==> config.mk <==
export PLATFORM = sky130hd
export DESIGN_NAME = bitslice_alu
export DESIGN_NICKNAME = d
export VERILOG_FILES = /design/src/rtl/alu_pkg.sv /design/src/rtl/alu_op_decode.sv /design/src/rtl/alu_cell.sv /design/src/rtl/alu_datapath.sv /design/src/rtl/bitslice_alu.sv
export SDC_FILE = /design/constraint.sdc
export NUM_CORES = 1
export LEC_CHECK = 0
export BUFFER_PORTS_ARGS = -buffer_cell sky130_fd_sc_hd__clkbuf_2
export CORE_UTILIZATION = 40
export DETAILED_ROUTE_END_ITERATION = 10
export SLEW_MARGIN = 20
export SYNTH_ARGS = -nofsm -noshare
export SYNTH_HDL_FRONTEND = slang
export SYNTH_HIERARCHICAL = 1
export SYNTH_SLANG_ARGS = --single-unit
==> constraint.sdc <==
create_clock -name clk -period 22.1 [get_ports clk]
set_input_delay 2.21 -clock clk [delete_from_list [all_inputs] [get_ports clk]]
set_output_delay 2.21 -clock clk [all_outputs]
set_load 0.01 [all_outputs]
==> src/rtl/alu_pkg.sv <==
package alu_pkg;

  localparam logic [2:0] OPC_AND = 3'b000;
  localparam logic [2:0] OPC_OR  = 3'b001;
  localparam logic [2:0] OPC_ADD = 3'b010;
  localparam logic [2:0] OPC_SUB = 3'b110;
  localparam logic [2:0] OPC_SLT = 3'b111;

  // Output choice inside each one-bit cell
  typedef enum logic [2:0] {
    PICK_AND  = 3'd0,
    PICK_OR   = 3'd1,
    PICK_SUM  = 3'd2,
    PICK_LESS = 3'd3,
    PICK_NONE = 3'd4
  } cell_pick_e;

  typedef struct packed {
    logic       invert_b;  // invert b and carry one into cell 0
    logic       arith;     // overflow flag is meaningful
    cell_pick_e pick;
  } op_ctrl_t;

endpackage

==> src/rtl/alu_op_decode.sv <==
module alu_op_decode
  import alu_pkg::*;
(
  input  logic [2:0] op_i,
  output op_ctrl_t   ctrl_o
);

  always_comb begin
    ctrl_o = '{invert_b: 1'b0, arith: 1'b0, pick: PICK_NONE};
    case (op_i)
      OPC_AND: ctrl_o.pick = PICK_AND;
      OPC_OR:  ctrl_o.pick = PICK_OR;
      OPC_ADD: ctrl_o = '{invert_b: 1'b0, arith: 1'b1, pick: PICK_SUM};
      OPC_SUB: ctrl_o = '{invert_b: 1'b1, arith: 1'b1, pick: PICK_SUM};
      OPC_SLT: ctrl_o = '{invert_b: 1'b1, arith: 1'b1, pick: PICK_LESS};
      default: ctrl_o = '{invert_b: 1'b0, arith: 1'b0, pick: PICK_NONE};
    endcase
  end

endmodule

==> src/rtl/alu_cell.sv <==
module alu_cell
  import alu_pkg::*;
(
  input  logic       a_i,
  input  logic       b_i,
  input  logic       cin_i,
  input  logic       invert_b_i,
  input  logic       less_i,
  input  cell_pick_e pick_i,
  output logic       res_o,
  output logic       sum_o,
  output logic       cout_o
);

  logic bx;

  assign bx     = b_i ^ invert_b_i;
  assign sum_o  = a_i ^ bx ^ cin_i;
  assign cout_o = (a_i & bx) | (a_i & cin_i) | (bx & cin_i);

  always_comb begin
    case (pick_i)
      PICK_AND:  res_o = a_i & b_i;
      PICK_OR:   res_o = a_i | b_i;
      PICK_SUM:  res_o = sum_o;
      PICK_LESS: res_o = less_i;
      default:   res_o = 1'b0;
    endcase
  end

endmodule

==> src/rtl/alu_datapath.sv <==
module alu_datapath
  import alu_pkg::*;
#(
  parameter int WIDTH = 32
) (
  input  logic [WIDTH-1:0] a_i,
  input  logic [WIDTH-1:0] b_i,
  input  op_ctrl_t         ctrl_i,
  output logic [WIDTH-1:0] res_o,
  output logic             zero_o,
  output logic             ovf_o
);

  localparam int MSB = WIDTH - 1;

  logic [WIDTH:0]   carry;
  logic [WIDTH-1:0] sum;
  logic             ovf_raw;
  logic             less_flag;
  logic             b_msb_eff;

  assign carry[0] = ctrl_i.invert_b;

  for (genvar i = 0; i < WIDTH; i++) begin : g_cell
    logic less_in;
    if (i == 0) begin : g_lsb
      assign less_in = less_flag;
    end else begin : g_upper
      assign less_in = 1'b0;
    end
    alu_cell u_cell (
      .a_i        (a_i[i]),
      .b_i        (b_i[i]),
      .cin_i      (carry[i]),
      .invert_b_i (ctrl_i.invert_b),
      .less_i     (less_in),
      .pick_i     (ctrl_i.pick),
      .res_o      (res_o[i]),
      .sum_o      (sum[i]),
      .cout_o     (carry[i+1])
    );
  end

  // Sign rule on the effective second operand
  assign b_msb_eff = b_i[MSB] ^ ctrl_i.invert_b;
  assign ovf_raw   = (a_i[MSB] == b_msb_eff) && (sum[MSB] != a_i[MSB]);
  // True sign of a - b, corrected when the difference overflowed
  assign less_flag = sum[MSB] ^ ovf_raw;

  assign ovf_o  = ovf_raw & ctrl_i.arith;
  assign zero_o = ~|res_o;

endmodule

==> src/rtl/bitslice_alu.sv <==
module bitslice_alu
  import alu_pkg::*;
#(
  parameter int WIDTH = 32
) (
  input  logic             clk,
  input  logic             rst,
  input  logic [2:0]       op,
  input  logic [WIDTH-1:0] a,
  input  logic [WIDTH-1:0] b,
  output logic [WIDTH-1:0] result,
  output logic             zero,
  output logic             overflow
);

  op_ctrl_t         ctrl;
  logic [WIDTH-1:0] res_c;
  logic             zero_c;
  logic             ovf_c;

  alu_op_decode u_dec (
    .op_i   (op),
    .ctrl_o (ctrl)
  );

  alu_datapath #(.WIDTH(WIDTH)) u_dp (
    .a_i    (a),
    .b_i    (b),
    .ctrl_i (ctrl),
    .res_o  (res_c),
    .zero_o (zero_c),
    .ovf_o  (ovf_c)
  );

  always_ff @(posedge clk) begin
    if (rst) begin
      result   <= '0;
      zero     <= 1'b1;
      overflow <= 1'b0;
    end else begin
      result   <= res_c;
      zero     <= zero_c;
      overflow <= ovf_c;
    end
  end

endmodule

After elaboration in Yosys (flattened, before gate mapping) --
Cells that the tools add are included. Widths: inputs -> output; s select.
Operators by class: equal/unequal tests 9, mux-type cells 34, bitwise operators 317, reductions and logical operators 7
Operators by type and width (count):
- $and 1x1->1 | 126
- $xor 1x1->1 | 97
- $or 1x1->1 | 94
- $pmux 1 s3 | 31
- $reduce_or 32->1 | 1
- $pmux 3 s4 | 1
- $eq 3x2->1 const B | 3
- $eq 3x1->1 const B | 2
- $eq 3x3->1 const B | 2
- $logic_not 3->1 | 2
- $pmux 1 s4 | 1
- $pmux 2 s2 | 1
- $reduce_or 2->1 | 2
- $eq 1x1->1 | 1
- $logic_and 1x1->1 | 1
- $logic_not 1->1 | 1
- $ne 1x1->1 | 1
Storage, ports and cells: register bits 34, input bits 69, output and inout port bits 34, logic and storage cells 370

Logic depth before layout (Yosys ltp) --
depth in word-level cells 104, mapped depth 105, mapped depth without buffers 105

By module --
The synthesis kept the hierarchy.
Modules (own cells, without submodules):
- alu_cell | instances 32, cells each 10, area an instance 78.8 um2, seq. area each 0.0 um2
- bitslice_alu | instances 1, cells each 71, area an instance 915.9 um2, seq. area each 680.7 um2
- alu_datapath | instances 1, cells each 19, area an instance 115.1 um2, seq. area each 0.0 um2
- alu_op_decode | instances 1, cells each 8, area an instance 51.3 um2, seq. area each 0.0 um2

Worst setup path before layout --
No wires, ideal clock.
kind input to register, from input port op[1], to register zero, setup time 57 ps, arrival 18910 ps, required time 22043 ps, path slack 3133 ps, stages on the path 105, buffers on the path 0, cell sequence and2_4 xnor2_1 fa_1 inv_1 inv_1 fa_1 inv_1 inv_1 fa_1 inv_1 inv_1 fa_1 inv_1 inv_1 fa_1 inv_1 inv_1 fa_1 [69 not listed] inv_1 inv_1 fa_1 inv_1 inv_1 fa_1 inv_1 inv_1 fa_1 inv_1 nor2_1 o21ai_0 mux2i_1 a221oi_2 nor4_1 nand4_1 nor2_1 or2_1
Between the ends: longest elaborated chain between the ends 104, elaborated cells between the ends (all ways) 302, those cells by class 9 x eq/ne; 34 x mux; 252 x bitwise; 7 x reduce/logical
Ends and longest elaborated chain:
- from (decl) | RTL line bitslice_alu.sv:8 | input logic [2:0] op,
- $eq 3x3->1 | RTL line alu_op_decode.sv:10 | case (op_i)
- $reduce_or 2->1 (no line)
- $pmux 2 s2 (*) | RTL line alu_op_decode.sv:10
- $xor 1x1->1 | RTL line alu_cell.sv:17 | assign bx = b_i ^ invert_b_i;
- $and 1x1->1 | RTL line alu_cell.sv:19 | assign cout_o = (a_i & bx) | (a_i & cin_i) | (bx & cin_i);
- $or 1x1->1 | RTL line alu_cell.sv:19
- $or 1x1->1 (*) | RTL line alu_cell.sv:19
- via u_dp.carry[1] | RTL line alu_datapath.sv:16 | logic [WIDTH:0] carry;
- [3 not listed]
- via u_dp.carry[2] | RTL line alu_datapath.sv:16
- [3 not listed]
- via u_dp.carry[3] | RTL line alu_datapath.sv:16
- [3 not listed]
- via u_dp.carry[4] | RTL line alu_datapath.sv:16
- [3 not listed]
- via u_dp.carry[5] | RTL line alu_datapath.sv:16
- [3 not listed]
- via u_dp.carry[6] | RTL line alu_datapath.sv:16
- [3 not listed]
- via u_dp.carry[7] | RTL line alu_datapath.sv:16
- [3 not listed]
- via u_dp.carry[8] | RTL line alu_datapath.sv:16
- [3 not listed]
- via u_dp.carry[9] | RTL line alu_datapath.sv:16
- [3 not listed]
- via u_dp.carry[10] | RTL line alu_datapath.sv:16
- [3 not listed]
- via u_dp.carry[11] | RTL line alu_datapath.sv:16
- [3 not listed]
- via u_dp.carry[12] | RTL line alu_datapath.sv:16
- [3 not listed]
- via u_dp.carry[13] | RTL line alu_datapath.sv:16
- [3 not listed]
- via u_dp.carry[14] | RTL line alu_datapath.sv:16
- [3 not listed]
- via u_dp.carry[15] | RTL line alu_datapath.sv:16
- [3 not listed]
- via u_dp.carry[16] | RTL line alu_datapath.sv:16
- [3 not listed]
- via u_dp.carry[17] | RTL line alu_datapath.sv:16
- [3 not listed]
- via u_dp.carry[18] | RTL line alu_datapath.sv:16
- [3 not listed]
- via u_dp.carry[19] | RTL line alu_datapath.sv:16
- [3 not listed]
- via u_dp.carry[20] | RTL line alu_datapath.sv:16
- [3 not listed]
- via u_dp.carry[21] | RTL line alu_datapath.sv:16
- [3 not listed]
- via u_dp.carry[22] | RTL line alu_datapath.sv:16
- [3 not listed]
- via u_dp.carry[23] | RTL line alu_datapath.sv:16
- [3 not listed]
- via u_dp.carry[24] | RTL line alu_datapath.sv:16
- [3 not listed]
- via u_dp.carry[25] | RTL line alu_datapath.sv:16
- [3 not listed]
- via u_dp.carry[26] | RTL line alu_datapath.sv:16
- [3 not listed]
- via u_dp.carry[27] | RTL line alu_datapath.sv:16
- [3 not listed]
- via u_dp.carry[28] | RTL line alu_datapath.sv:16
- [3 not listed]
- via u_dp.carry[29] | RTL line alu_datapath.sv:16
- [3 not listed]
- via u_dp.carry[30] | RTL line alu_datapath.sv:16
- [3 not listed]
- via u_dp.carry[31] | RTL line alu_datapath.sv:16
- [1 not listed]
- via u_dp.sum[31] | RTL line alu_datapath.sv:17 | logic [WIDTH-1:0] sum;
- [1 not listed]
- $logic_and 1x1->1 | RTL line alu_datapath.sv:46 | assign ovf_raw = (a_i[MSB] == b_msb_eff) && (sum[MSB] != a_i[MSB]);
- $xor 1x1->1 (*) | RTL line alu_datapath.sv:48 | assign less_flag = sum[MSB] ^ ovf_raw;
- via u_dp.g_cell[0].less_in | RTL line alu_datapath.sv:25 | logic less_in;
- $pmux 1 s4 (*) | RTL line alu_cell.sv:22 | case (pick_i)
- via res_c[0] | RTL line bitslice_alu.sv:17 | logic [WIDTH-1:0] res_c;
- $reduce_or 32->1 (*) | RTL line alu_datapath.sv:51 | assign zero_o = ~|res_o;
- $logic_not 1->1 (*) | RTL line alu_datapath.sv:51
- via zero_c | RTL line bitslice_alu.sv:18 | logic zero_c;
- to (signal assigned) | RTL line bitslice_alu.sv:42 | zero <= zero_c;
- to (decl) | RTL line bitslice_alu.sv:12 | output logic zero,
Mark *: on every way through the listed nets, which the timed path passes. The rest lies on a longest branch. A chain may end at the register's enable or synchronous reset.

==> metrics <==
Sw Ratio=38.83%; Psw=88.99 uW; relative slew slack=39.60%; antenna violations before repair=0; share of layout cells above drive strength 1=26.57%; Iter 0 DRT Violations=87; clock sinks=34; final critical-path required period=19.79 ns; commonest non-fill, non-tap cells in the layout=inv_1 (128), clkbuf_2 (102), dfxtp_1 (34); post-route antenna net violation count=0; Setup Fix Bufs, Post-CTS=0; register clock-pin slew on the reported worst setup and hold paths=0.07 ns; Synth-to-Final Area Change=24.46%; Die Wd=96.88 um; post-route clock period utilization=89.55%; Largest delay share family, worst path=adder cells; vias in the first global route=3,195; GPL Wtd Cong=0.7533; synthesized area per cell=8.635 um^2; CTS Root Cell=clkbuf_8; Critical Path Start Type=input pin; Longest Clk Path Bufs=2; Top cell by count, worst path=inv_1; RSZ-0062 raised after global routing=no; Avg WL per Cell=12.93 um; All-Layer GR Usage=18.84%; Max Freq=50.53 MHz; Ys Warns=6; Post-CTS Hold Buffers=0; DIE AREA=9386 um^2; Post-Route WL=8601 um; combinational fraction of design power=49.0%; CTS tree=built; vias post-DR=3,210; critical path class=input pin to flip-flop; final setup fails=0; Worst Setup End Kind=flip-flop; dpl ws=1.949 ns; H-tree level count=2; TritonCTS buffer count=5; DR vias/cell=4.827; worst path required time=22.33 ns; LEAKAGE=2.260 nW; num rows=34; Setup WS post-layout=2.309 ns; setup tns final=0 ns; initial core utilization=41.29%; Clock power frac=21.2%; CTS resizes=0; slowest CP cell=and2_4; Syn Inst Count=417; outcome=finished clean; hold crit path type=input pin to flip-flop; most common cell after layout, fill and taps aside=inv_1; WP depth=106; n_diodes=0; final hold violations=0; drc violations=0; Buf+Inv Stages, Crit Path=64; die span in y=96.88 um; GRT overflow=0; Cell Pwr Density=51.13 nW/um^2; hold_ws=2.357 ns; NumNets Final=657; Max IR drop VDD=0.00002763 V; Flop pwr share=29.9%; internal power=140.2 uW; hold-critical path depth=4; largest net degree at the start of global routing=65; dpl hpwl=6301 um; DRT Pass-1 Iters=4; first-pass GRT wire length=14,660 um; CP max FO=35; delay of the slowest cell on the worst path=0.59 ns; Final Max Tran Viols=0; worst slew pin tran=0.9059 ns; IO Pins=103; Port Buf Inserts=102; CP arrival=20.02 ns; cell area after synthesis=3601 um^2; core area=8721 um^2; total of max-cap violations=0
stage by stage:
step           std cells  total power, mW  utilization [%]  area, um^2
2_1_floorplan        447           0.1539                -        3714
3_3_place_gp         657           0.1787            50.34        4390
3_5_place_dp         657           0.1827            50.34        4390
6_report             665           0.2292            51.39        4482
5_1_grt              665           0.2510            51.39        4482
4_1_cts              665           0.2324            51.39        4482
power by group through the flow:
stage / sequential [mW] / combinational (mW) / clock (mW)
floorplan: 0.0725 / 0.0814 / 0
global placement: 0.0699 / 0.109 / 0
detailed placement: 0.0699 / 0.113 / 0
CTS: 0.0685 / 0.113 / 0.0505
global route: 0.0689 / 0.128 / 0.0536
finish: 0.0685 / 0.112 / 0.0485
layout make-up:
class / count / area, um^2
Clock buffer: 7 / 86.33
Clock inverter: 1 / 5.005
Fill cell: 868 / 4239
Inverter: 128 / 480.5
Multi-Input combinational cell: 282 / 2561
Sequential cell: 34 / 680.7
Tap cell: 108 / 135.1
Timing Repair Buffer: 105 / 533.0
routing by layer:
metal,vias up,track usage (%),routed length [um]
met4,0,4.018,99
met1,1518,24.09,3872
met3,10,4.046,456
li1,1595,-,-
met5,-,0,0
met2,87,32.50,4172
registers in the layout, indices dropped and copies added (netlist names):
register  cells
result       32
overflow      1
zero          1
path summary, 6_finish.rpt:
kind / from / to / slack [ns]
worst max-delay path: op[1] / zero$_SDFF_PP1_ / 2.31
worst min-delay path: b[10] / result[10]$_SDFF_PP0_ / 2.36
(Power assumes the default switching activity.)
